==> config.mk <==
export PLATFORM = sky130hd
export DESIGN_NAME = ps2_host_link
export DESIGN_NICKNAME = d
export VERILOG_FILES = /design/src/rtl/ps2_host_link.sv
export SDC_FILE = /design/constraint.sdc
export NUM_CORES = 1
export LEC_CHECK = 0
export ABC_AREA = 1
export BUFFER_PORTS_ARGS = -buffer_cell sky130_fd_sc_hd__buf_2
export CAP_MARGIN = 10
export CELL_PAD_IN_SITES_DETAIL_PLACEMENT = 2
export CELL_PAD_IN_SITES_GLOBAL_PLACEMENT = 2
export CORE_ASPECT_RATIO = 0.7
export CORE_MARGIN = 2
export CORE_UTILIZATION = 34
export CTS_CLUSTER_SIZE = 20
export DETAILED_ROUTE_END_ITERATION = 16
export GPL_TIMING_DRIVEN = 0
export PLACE_DENSITY = 0.88
export SYNTH_ARGS = -nofsm -noshare
export SYNTH_HDL_FRONTEND = slang
export SYNTH_SLANG_ARGS = --single-unit
==> constraint.sdc <==
create_clock -name clk -period 2.3 [get_ports clk]
set_clock_uncertainty 0.05 [all_clocks]
set_input_delay 0.345 -clock clk [delete_from_list [all_inputs] [get_ports clk]]
set_output_delay 0.345 -clock clk [all_outputs]
set_load 0.005 [all_outputs]
==> src/rtl/ps2_host_link.sv <==
module ps2_host_link #(
  parameter int INHIBIT_CYC = 12000,
  parameter int TIMEOUT_CYC = 400000,
  parameter int FILTER_LEN  = 8
) (
  input  logic       clk,
  input  logic       rst_n,
  input  logic       tx_valid,
  input  logic [7:0] tx_data,
  output logic       tx_ready,
  output logic       tx_done,
  output logic       tx_ack,
  output logic       rx_valid,
  output logic [7:0] rx_data,
  output logic       rx_err,
  output logic       timeout_err,
  input  logic       ps2_clk_i,
  output logic       ps2_clk_oe,
  input  logic       ps2_dat_i,
  output logic       ps2_dat_oe
);
  localparam int IW = $clog2(INHIBIT_CYC + 1);
  localparam int TW = $clog2(TIMEOUT_CYC + 1);
  localparam int WW = (IW > TW) ? IW : TW;
  localparam int FW = $clog2(FILTER_LEN + 1);

  typedef enum logic [2:0] {S_IDLE, S_RX, S_INH, S_STRT, S_TX} st_t;

  st_t          st;
  logic [1:0]   csync, dsync;
  logic         fclk, fall;
  logic [FW-1:0] fcnt;
  logic [WW-1:0] wcnt;
  logic [3:0]   bcnt;
  logic [7:0]   rsh, tbuf;
  logic         rpar, pend;
  logic [10:0]  tsh;

  always_ff @(posedge clk) begin
    if (!rst_n) begin
      csync <= 2'b11;
      dsync <= 2'b11;
    end else begin
      csync <= {csync[0], ps2_clk_i};
      dsync <= {dsync[0], ps2_dat_i};
    end
  end

  always_ff @(posedge clk) begin
    if (!rst_n) begin
      fclk <= 1'b1;
      fcnt <= '0;
      fall <= 1'b0;
    end else begin
      fall <= 1'b0;
      if (csync[1] == fclk) begin
        fcnt <= '0;
      end else if (fcnt == FW'(FILTER_LEN - 1)) begin
        fclk <= csync[1];
        fcnt <= '0;
        fall <= fclk;
      end else begin
        fcnt <= fcnt + 1'b1;
      end
    end
  end

  wire stalled = (wcnt == WW'(TIMEOUT_CYC - 1));

  always_ff @(posedge clk) begin
    if (!rst_n) begin
      st          <= S_IDLE;
      wcnt        <= '0;
      bcnt        <= '0;
      rsh         <= '0;
      rpar        <= 1'b0;
      tbuf        <= '0;
      tsh         <= '1;
      pend        <= 1'b0;
      rx_valid    <= 1'b0;
      rx_data     <= '0;
      rx_err      <= 1'b0;
      tx_done     <= 1'b0;
      tx_ack      <= 1'b0;
      timeout_err <= 1'b0;
    end else begin
      rx_valid    <= 1'b0;
      tx_done     <= 1'b0;
      timeout_err <= 1'b0;
      if (tx_valid && !pend) begin
        pend <= 1'b1;
        tbuf <= tx_data;
      end
      case (st)
        S_IDLE: begin
          wcnt <= '0;
          bcnt <= '0;
          if (pend) st <= S_INH;
          else if (fall && !dsync[1]) st <= S_RX;
        end
        S_RX: begin
          if (fall) begin
            wcnt <= '0;
            bcnt <= bcnt + 1'b1;
            if (bcnt < 4'd8) begin
              rsh <= {dsync[1], rsh[7:1]};
            end else if (bcnt == 4'd8) begin
              rpar <= dsync[1];
            end else begin
              rx_valid <= 1'b1;
              rx_data  <= rsh;
              rx_err   <= !(^{rsh, rpar}) || !dsync[1];
              st       <= S_IDLE;
            end
          end else if (stalled) begin
            timeout_err <= 1'b1;
            st          <= S_IDLE;
          end else begin
            wcnt <= wcnt + 1'b1;
          end
        end
        S_INH: begin
          if (wcnt == WW'(INHIBIT_CYC - 1)) begin
            wcnt <= '0;
            tsh  <= {1'b1, ~^tbuf, tbuf, 1'b0};
            st   <= S_STRT;
          end else begin
            wcnt <= wcnt + 1'b1;
          end
        end
        S_STRT: begin
          wcnt <= '0;
          bcnt <= '0;
          st   <= S_TX;
        end
        S_TX: begin
          if (fall) begin
            wcnt <= '0;
            if (bcnt == 4'd10) begin
              tx_done <= 1'b1;
              tx_ack  <= !dsync[1];
              pend    <= 1'b0;
              st      <= S_IDLE;
            end else begin
              tsh  <= {1'b1, tsh[10:1]};
              bcnt <= bcnt + 1'b1;
            end
          end else if (stalled) begin
            timeout_err <= 1'b1;
            pend        <= 1'b0;
            st          <= S_IDLE;
          end else begin
            wcnt <= wcnt + 1'b1;
          end
        end
        default: st <= S_IDLE;
      endcase
    end
  end

  assign tx_ready   = !pend;
  assign ps2_clk_oe = (st == S_INH) || (st == S_STRT);
  assign ps2_dat_oe = ((st == S_STRT) || (st == S_TX)) && !tsh[0];

  logic [IW:0] hold_cnt;
  always_ff @(posedge clk) begin
    if (!rst_n) hold_cnt <= '0;
    else        hold_cnt <= ps2_clk_oe ? hold_cnt + 1'b1 : '0;
  end

  p_inhibit_min_r4: assert property (@(posedge clk) disable iff (!rst_n)
    $fell(ps2_clk_oe) |-> (int'(hold_cnt) >= INHIBIT_CYC));

  p_release_on_start_r5: assert property (@(posedge clk) disable iff (!rst_n)
    $fell(ps2_clk_oe) |-> ps2_dat_oe);

  p_busy_after_take_r11: assert property (@(posedge clk) disable iff (!rst_n)
    (tx_valid && tx_ready) |=> !tx_ready);

  p_done_frees_r7: assert property (@(posedge clk) disable iff (!rst_n)
    tx_done |-> (!ps2_clk_oe && !ps2_dat_oe && tx_ready));

  p_one_event_r2: assert property (@(posedge clk) disable iff (!rst_n)
    $onehot0({rx_valid, tx_done, timeout_err}));

  p_abort_release_r10: assert property (@(posedge clk) disable iff (!rst_n)
    timeout_err |-> (!ps2_clk_oe && !ps2_dat_oe));
endmodule

# Yosys cells after proc, flatten, opt, wreduce, memory -nomap -nowiden
# Index checks and enable logic that the tools add are counted.
totals:
  regBits: 78
  output_inout_bits: 16
  wordCells: 112
op_classes:
  add_sub_neg: 3
  order_cmp: 1
  eq_ne: 19
  n_mux: 30
  bitwise: 8
  reduce_logical: 32
ops:
  columns: ["operator", "n"]
  rows:
  - ["$mux W19", 3]
  - ["$pmux W19 S3", 1]
  - ["$mux W11", 3]
  - ["$mux W3", 9]
  - ["$pmux W11 S2", 1]
  - ["$add A19 B1 Y19 const B", 1]
  - ["$eq A19 B14 Y1 const B", 1]
  - ["$eq A19 B19 Y1 const B", 1]
  - ["$reduce_and A4 Y1", 4]
  - ["$ne A3 B3 Y1 const B", 5]
  - ["$pmux W3 S5", 1]
  - ["$mux W4", 3]
  - ["$pmux W4 S3", 1]
  - ["$reduce_and A3 Y1", 3]
  - ["$reduce_or A3 Y1", 3]
  - ["$reduce_xor A9 Y1", 1]
  - ["$add A4 B1 Y4 const B", 2]
  - ["$eq A4 B4 Y1 const B", 2]
  - ["$mux W1", 8]
  - ["$ne A2 B2 Y1 const B", 4]
  - ["$not A1 Y1", 8]
  - ["$reduce_xnor A8 Y1", 1]
  - ["$eq A3 B2 Y1 const B", 2]
  - ["$reduce_bool A3 Y1", 2]
  - ["14 further kinds", 23]

# Longest topological paths before layout
# Gate-level depths: netlist of the first run.
logic_depth:
  ltp_word: 6
  depth_mapped: 11
  mapped_depth_nobuf: 11

# Least setup slack after synthesis of the first run
# OpenSTA, ideal clock, no wires.
synth_timing:
  path_type: "reg-to-reg"
  startpoint: "register wcnt[0]"
  endpoint: "register tsh[0]"
  arrival_time_ps: 1462
  t_required_ps: 2124
  setup_slack_ps: 662
  stages_incl_launch_ff: 12
  path_buffers: 1
  synth_period_minus_slack_ps: 1638
  cell_sequence: "dfxtp_1 -> ha_1 -> nand2_2 -> nor2_2 -> inv_1 -> nor2_1 -> nand3_2 -> nand2_2 -> nand2_2 -> buf_6 -> a22oi_2 -> nand2_1"
synth_between:
  elab_chain_len: 3
synth_lines:
  columns: ["element", "line_no", "text"]
  rows:
  - ["start, declared", "33", "logic [WW-1:0] wcnt;"]
  - ["start signal, assigned", "119", "wcnt <= wcnt + 1'b1;"]
  - ["start signal, assigned", "128", "wcnt <= wcnt + 1'b1;"]
  - ["start signal, assigned", "153", "wcnt <= wcnt + 1'b1;"]
  - ["$eq A19 B14 Y1", "123", "if (wcnt == WW'(INHIBIT_CYC - 1)) begin"]
  - ["$ne A2 B2 Y1 (no source line)", null, null]
  - ["$reduce_and A4 Y1 (no source line)", null, null]
  - ["end signal, assigned", "125", "tsh <= {1'b1, ~^tbuf, tbuf, 1'b0};"]
  - ["end signal, assigned", "145", "tsh <= {1'b1, tsh[10:1]};"]
  - ["end, declared", "37", "logic [10:0] tsh;"]
# Every way passes these cells.
# A chain may end at the register's enable or synchronous reset.

# Worst setup path in the final report of the first run
# Ends and elaborated chain as after synthesis.

==> impl_metrics.toml, run 1 <==
[run_status]
status = "complete, no violations"

[sta]
fmax_mhz = 480
period_share_pct = 90.6
relSlewSlack_pct = 59.8
finalSetupTns_ps = 0
fin_crit_ps = 2080
final_max_slew_viol_count = 0
timing.hold.ws_ps = 142
rsz0062_at_grt = "no"
tightestPinTransition_ps = 603
finalHoldViolCount = 0
layout_setup_ws_ps = 216
setup_viol = 0

[routing]
num_vias = 3959
first_pass_iters = 4
wirelength_mm = 13.8
antenna_left = 0
via_per_inst = 5.13
wl_per_cell_um = 17.9
drc = 0
drt-initial-drc-count = 116

[cells_and_area]
nets = 627
n_fill_cell = 1391
mostFrequentLayoutCells = "nand2_1, nor2_1, dfxtp_1"
final-seq-area_mm2 = 0.00154
final_common_cell = "nand2_1"
drive_gt1_share_pct = 15.0
multi_input_area_mm2 = 0.00210
antenna_cells = 0
area_growth_pct = 15.9

[critical_path]
endpoint = "tsh[0]"
start_kind = "register"
crit_start = "wcnt[0]"
arrival_ps = 2240
crit_fanout = 10
reg2reg_from = "wcnt[0]"
reg2reg_depth = 11
worstSetupPathType = "reg -> reg"
critPathRequiredTime_ps = 2460
reg2reg_to = "tsh[0]"
end_kind = "register"
r2r_slack_ps = 220

[clock_network]
cts_buffers = 9
cts-root-buf = "clkbuf_16"
clock_latency_ps = 350
cts_sinks = 77
clkTransAtPathRegs_ps = 70
clockBufferDepth = 2
htreeDepth = 3
ctsHoldBuffers = 0
cts_tree = "done"

[die]
core_area_mm2 = 0.0116
fp.dieH_um = 94.7
start_util_pct = 34.5
fp-row-count = 33
die_area_mm2 = 0.0127
die_x_um = 134
ios = 29

[logic_synthesis]
synth_fp_nets = 589
synth_warnings = 0
ys_ff_latch = 77
ys_seq_area_share_pct = 38.5
synth_top_area_share_pct = 38.5
syn_avg_cell_area_um2 = 7.00
syn_area_mm2 = 0.00400
synth_top_cell_by_area = "dfxtp_1"
netlist_instances = 571
netlist_top_cells_area = "dfxtp_1, nand2_1, nor2_1, nand3_1, inv_1"
yosys.cell_types.count = 35

[global_routing]
antenna_found_initial = 0
grt_max_degree = 15
grt_pass1_vias = 4354
grt_util_all_layers_pct = 23.4
grt_pass1_wl_mm = 23.0
grt-ovfl-total = 0

[placed_design]
dp_hpwl_mm = 9.96
pre_cts_ws_ps = 226
gp_congestion = 0.870
io_buffers = 27

[power_and_ir_drop]
power_density_mw_per_mm2 = 812
peakVddDrop_mv = 0.389
p_leak_nw = 2.02

[flow_run]
drv_cap = 0

[worst_hold_path]
hp-class = "in -> reg"
==> layout make-up <==
| type | instances | share of cell area [%] |
|---|---|---|
| Multi-Input combinational cell | 409 | 45.4 |
| Sequential cell | 77 | 33.3 |
| Inverter | 70 | 5.72 |
| Clock buffer | 10 | 4.94 |
| Tap cell | 157 | 4.24 |
| Timing Repair Buffer | 27 | 2.91 |
| Buffer | 15 | 2.00 |
| Clock inverter | 6 | 1.54 |
==> report_power, final <==
group	switching [W]	internal, W
Sequential	0.0000874	0.00142
Combinational	0.000524	0.000238
Clock	0.000635	0.000854
Total	0.00125	0.00252
==> cell usage after synthesis <==
cell type  count
nand2_1      115
nor2_1        97
dfxtp_1       77
inv_1         66
nand3_1       57
o21ai_0       32
a21oi_1       20
nand4_1       10
xnor2_1        9
mux2_2         8
xor2_1         8
nand2_4        6
nor3_1         6
buf_2          5
clkbuf_1       5
ha_1           5
or2_2          5
a21oi_2        4
buf_6          4
nor2_2         4
nor2_4         4
nand2_2        3
nand3_2        3
nand3b_1       3
o211ai_1       3
clkinv_1       2
nor4_1         2
a211oi_1       1
a22oi_2        1
a311oi_1       1
buf_1          1
inv_2          1
inv_4          1
nand3_4        1
nor3b_1        1
==> worst min-delay path by stage <==
| stage | startpoint | end | slack [ps] | cells past startpoint |
|---|---|---|---|---|
| floorplan | csync[0] | csync[1] | 340 | 1 |
| global placement | dsync[0] | dsync[1] | 350 | 1 |
| detailed placement | dsync[0] | dsync[1] | 350 | 1 |
| CTS | ps2_clk_i | csync[0] | 140 | 2 |
| global route | ps2_clk_i | csync[0] | 150 | 2 |
| finish | ps2_clk_i | csync[0] | 140 | 2 |
==> what timing repair did <==
action                     CTS  global route
resized for setup            0             1
buffers inserted             0             0
setup endpoints to repair    0             2
==> sequential cells by signal (all words and copies together), names as in the netlist <==
signal       flops
pend             1
wcnt            19
bcnt             4
rx_valid         1
fcnt             4
fall             1
rx_err           1
st               3
dsync            2
tbuf             8
tx_ack           1
tsh             10
timeout_err      1
rx_data          8
rsh              8
fclk             1
tx_done          1
rpar             1
csync            2
==> per-stage QoR <==
stage | power [W] | util (%) | cells | cell area, µm²
after global placement | 0.00220 | 37.3 | 755 | 4330
after CTS | 0.00379 | 39.9 | 771 | 4630
after global routing | 0.00395 | 40.0 | 771 | 4640
after floorplan | 0.00204 | - | 571 | 4000
after detailed placement | 0.00228 | 37.3 | 755 | 4330
final | 0.00376 | 40.0 | 771 | 4640
==> logic make-up after synthesis <==
family	share of synthesized area (%)
flip-flops	38.5
multiplexers	2.25
XOR/XNOR	3.72
adder cells (fa/ha/maj)	1.56
AND/OR/NAND/NOR	36.3
AO/OA/AOI/OAI	8.67
buffers and inverters	8.95
==> worst max-delay path, stage by stage (launching register included) <==
cell and delay (ps):
dfxtp_1 380, ha_1 240, nand2_2 130, nor2_4 150, inv_1 50, nor2_1 190, nand3_2 200, nand2_2 140
nand2_2 70, buf_6 150, a22oi_2 120, nand2_1 80
==> metal layers <==
metal / vias to the layer above / share of wire [%] / global-route usage (%)
li1: 1894 / - / -
met1: 1999 / 44 / 27.9
met2: 52 / 52 / 42.8
met3: 14 / 2.6 / 4.13
met4: 0 / 1.4 / 8.16
met5: - / 0 / 0
Note: power is estimated with default switching activity, not from simulation.
==> run 2, diff against run 1 <==
--- a/config.mk
+++ b/config.mk
@@ -16,7 +16,7 @@
 export CTS_CLUSTER_SIZE = 20
 export DETAILED_ROUTE_END_ITERATION = 16
 export GPL_TIMING_DRIVEN = 0
-export PLACE_DENSITY = 0.88
+export PLACE_DENSITY = 0.77
 export SYNTH_ARGS = -nofsm -noshare
 export SYNTH_HDL_FRONTEND = slang
 export SYNTH_SLANG_ARGS = --single-unit
==> impl_metrics.toml, run 2 (synthesized netlist as in run 1, its figures left out) <==
[run_status]
status = "complete, no violations"

[sta]
final_max_slew_viol_count = 0
fmax_mhz = 500
rsz0062_at_grt = "no"
setup_viol = 0
finalHoldViolCount = 0
fin_crit_ps = 2000
period_share_pct = 86.9
finalSetupTns_ps = 0
tightestPinTransition_ps = 716
relSlewSlack_pct = 52.2

[clock_network]
clock_latency_ps = 350
post_cts_buffers = 0
cts_resized = 0
clkTransAtPathRegs_ps = 60
htreeDepth = 3
cts-root-buf = "clkbuf_16"
cts_buffers = 9
clockBufferDepth = 2
ctsHoldBuffers = 0
cts_sinks = 77
cts_tree = "done"

[cells_and_area]
largestRegisters = "wcnt (19), tsh (10)"
mostFrequentLayoutCells = "nand2_1, nor2_1, dfxtp_1"
regMostFlops = "wcnt"
area_growth_pct = 15.8
fin_area_mm2 = 0.00463
antenna_cells = 0
nets = 627
final_common_cell = "nand2_1"
largest_register_ffs = 19
drive_gt1_share_pct = 15.0

[placed_design]
gp_congestion = 0.801
placed_area_mm2 = 0.00433
dp_hpwl_mm = 9.34
io_buffers = 27

[die]
die_area_mm2 = 0.0127
die_x_um = 134
fp.dieH_um = 94.7
start_util_pct = 34.5
fp-row-count = 33
core_area_mm2 = 0.0116
ios = 29

[global_routing]
grt-ovfl-total = 0
antenna_found_initial = 0
grt_pass1_wl_mm = 20.8
grt_pass1_vias = 4076
grt_max_degree = 15
grt_util_all_layers_pct = 20.9

[flow_run]
drv_cap = 0

[critical_path]
start_kind = "register"
critPathRequiredTime_ps = 2460
worstSetupPathType = "reg -> reg"
crit_fanout = 10
arrival_ps = 2160
end_kind = "register"

[worst_hold_path]
hp-class = "in -> reg"

[routing]
antenna_left = 0
first_pass_iters = 4
num_vias = 3847
wirelength_mm = 12.5
drc = 0
drt-initial-drc-count = 84
wl_per_cell_um = 16.1
via_per_inst = 4.99

[power_and_ir_drop]
peakVddDrop_mv = 0.394
p_total_w = 0.00374
power_density_mw_per_mm2 = 807
p_leak_nw = 2.02
[run 2: cell types whose count changed in the layout (fill, tap and decap cells not counted)]
cell	before	now
nor2_2	3	4
nor2_4	5	4
[run 2: final cells by class]
class	count	area [µm²]
multi-input combinational	409	2100
clock buffer	10	229
tap	157	196
clock inverter	6	71.3
inverter	70	265
sequential	77	1540
buffer	15	92.6
fill	1404	6970
timing repair buffer	27	135
[run 2: per-layer routing]
metal	GRT usage, %	up-vias	routed length [µm]
li1	-	1892	-
met1	27.1	1915	6090
met2	36.3	32	5970
met3	4.72	8	325
met4	3.28	0	69
met5	0	-	0
[run 2: worst max-delay path: stages, from the launching register on]
cell and delay [ps]:
dfxtp_1 380, ha_1 240, nand2_2 110, nor2_2 170, inv_1 60, nor2_1 120
nand3_2 190, nand2_2 140, nand2_2 70, buf_6 150, a22oi_2 130, nand2_1 70
[run 2: where the power goes]
part	switching (W)	total, W	internal, W	leakage, nW
clock network	0.000623	0.00148	0.000853	0.145
registers	0.0000839	0.00151	0.00142	0.626
logic	0.000512	0.000751	0.000239	1.25
[run 2: final timing paths]
| check | startpoint | cells past startpoint | endpoint | slack, ps |
|---|---|---|---|---|
| worst max-delay path | wcnt[0] | 11 | tsh[0] | 300 |
| worst min-delay path | ps2_clk_i | 2 | csync[0] | 140 |
| worst max register to register | wcnt[0] | 11 | tsh[0] | 300 |
| worst min register to register | csync[0] | 1 | csync[1] | 370 |
[run 2: per-stage QoR]
stage	cells	util, %	setup slack (ps)	hold WS (ps)
after floorplan	571	-	662	343
after global placement	755	37.3	396	346
after detailed placement	755	37.3	308	360
after CTS	771	39.9	271	138
after global routing	771	39.9	119	129
final	771	39.9	301	143
==> run 3, diff against run 2 <==
--- a/config.mk
+++ b/config.mk
@@ -12,11 +12,11 @@
 export CELL_PAD_IN_SITES_GLOBAL_PLACEMENT = 2
 export CORE_ASPECT_RATIO = 0.7
 export CORE_MARGIN = 2
-export CORE_UTILIZATION = 34
+export CORE_UTILIZATION = 37
 export CTS_CLUSTER_SIZE = 20
 export DETAILED_ROUTE_END_ITERATION = 16
 export GPL_TIMING_DRIVEN = 0
-export PLACE_DENSITY = 0.77
+export PLACE_DENSITY = 0.83
 export SYNTH_ARGS = -nofsm -noshare
 export SYNTH_HDL_FRONTEND = slang
 export SYNTH_SLANG_ARGS = --single-unit
==> constraint.sdc (replaced) <==
create_clock -name clk -period 2.5 [get_ports clk]
set_clock_uncertainty 0.05 [all_clocks]
set_input_delay 0.375 -clock clk [delete_from_list [all_inputs] [get_ports clk]]
set_output_delay 0.375 -clock clk [all_outputs]
set_load 0.005 [all_outputs]
==> impl_metrics.toml, run 3 (synthesized netlist as in run 1, its figures left out) <==
[placed_design]
dp_hpwl_mm = 9.40
placed_area_mm2 = 0.00430
pre_cts_ws_ps = 506
gp_congestion = 0.813
io_buffers = 27

[worst_hold_path]
whs_endpoint = "csync[0]"
hp-class = "in -> reg"
min_from = "ps2_clk_i"
hold_path_depth = 2

[critical_path]
crit_start = "wcnt[0]"
reg2reg_depth = 11
path_buf_inv = 2
end_kind = "register"
worstSetupPathType = "reg -> reg"
r2r_slack_ps = 470
arrival_ps = 2190
reg2reg_from = "wcnt[0]"
reg2reg_to = "tsh[0]"
crit_slowest_cell = "dfxtp_1"
cp_cell_sequence = "ha_1 > nand2_2 > nor2_2 > inv_1 > nor2_1 > nand3_2 > nand2_2 > nand2_2 > buf_6 > a22oi_2 > nand2_1"
worst_path_dominant_cell_family = "simple AND/OR/NAND/NOR gates"
critPathRequiredTime_ps = 2660
crit_fanout = 10
slowest_delay_ps = 390
start_kind = "register"
worst_path_most_repeated_cell = "nand2_2"

[routing]
wl_per_cell_um = 17.1
first_pass_iters = 4
wirelength_mm = 12.7
drt-initial-drc-count = 159
antenna_left = 0
num_vias = 3900
via_per_inst = 5.23
drc = 0

[sta]
period_share_pct = 81.1
fin_crit_ps = 2030
finalHoldViolCount = 0
fmax_mhz = 493
setup_viol = 0
timing.hold.ws_ps = 176
tightestPinTransition_ps = 681
finalSetupTns_ps = 0
relSlewSlack_pct = 54.6
layout_setup_ws_ps = 473
rsz0062_at_grt = "no"
final_max_slew_viol_count = 0

[die]
fp-row-count = 31
fp.dieH_um = 91.0
die_area_mm2 = 0.0117
ios = 29
die_x_um = 128
start_util_pct = 38.3
core_area_mm2 = 0.0104

[global_routing]
antenna_found_initial = 0
grt_util_all_layers_pct = 23.4
grt_pass1_vias = 4233
grt_max_degree = 17
grt_pass1_wl_mm = 21.6
grt-ovfl-total = 0

[cells_and_area]
mostFrequentLayoutCells = "nand2_1, nor2_1, dfxtp_1"
fin_util_pct = 44.2
regMostFlops = "wcnt"
fin_area_mm2 = 0.00461
antenna_cells = 0
largestRegisters = "wcnt (19), tsh (10)"
n_fill_cell = 1251
nets = 627
area_growth_pct = 15.3
final_common_cell = "nand2_1"
largest_register_ffs = 19
drive_gt1_share_pct = 15.1

[clock_network]
cts_sinks = 77
cts-root-buf = "clkbuf_16"
clockBufferDepth = 2
clock_latency_ps = 340
clkTransAtPathRegs_ps = 60
cts_resized = 0
post_cts_buffers = 0
ctsHoldBuffers = 0
cts_tree = "done"
cts_buffers = 9
htreeDepth = 3

[run_status]
status = "complete, no violations"

[power_and_ir_drop]
p_leak_nw = 2.03
peakVddDrop_mv = 0.340
power_density_mw_per_mm2 = 755

[flow_run]
drv_cap = 0
-- run 3: changes by cell type in the layout (fill, tap and decap cells not counted), sizes merged --
cell	previous run	this run
clkinv	4	3
clkinvlp	1	0
inv	70	73
clkbuf	15	14
-- run 3: power by group --
group / total, W / switching (W) / internal [W] / leakage, nW
Sequential: 0.00139 / 0.0000794 / 0.00131 / 0.626
Combinational: 0.000694 / 0.000475 / 0.000219 / 1.25
Clock: 0.00140 / 0.000597 / 0.000801 / 0.155
Total: 0.00348 / 0.00115 / 0.00233 / 2.03
-- run 3: worst max path at each step --
stage | slack [ps] | depth (start not counted) | end
final | 470 | 11 | tsh[0]
after global routing | 280 | 11 | tsh[0]
after CTS | 460 | 11 | tsh[0]
after detailed placement | 510 | 11 | tsh[0]
after global placement | 610 | 11 | tsh[0]
after floorplan | 860 | 11 | tsh[0]
-- run 3: layout make-up --
| cell class | count | area, µm² | share of cell area (%) |
|---|---|---|---|
| Sequential cell | 77 | 1540 | 33.4 |
| Multi-Input combinational cell | 409 | 2100 | 45.5 |
| Timing Repair Buffer | 27 | 135 | 2.93 |
| Clock inverter | 7 | 87.6 | 1.90 |
| Tap cell | 132 | 165 | 3.58 |
| Buffer | 15 | 92.6 | 2.01 |
| Clock buffer | 9 | 225 | 4.88 |
| Inverter | 70 | 265 | 5.75 |
-- run 3: per-layer routing --
metal  up-vias  global-route usage [%]  share of wire, %
met5         -                       0                 0
met4         0                    5.13               1.1
met3        15                    4.18               2.6
met2        50                    40.1                50
met1      1930                    30.6                46
li1       1905                       -                 -
-- run 3: stage by stage --
step | cells | total power [W]
CTS | 746 | 0.00351
global route | 746 | 0.00366
detailed placement | 730 | 0.00209
finish | 746 | 0.00348
floorplan | 571 | 0.00188
global placement | 730 | 0.00204
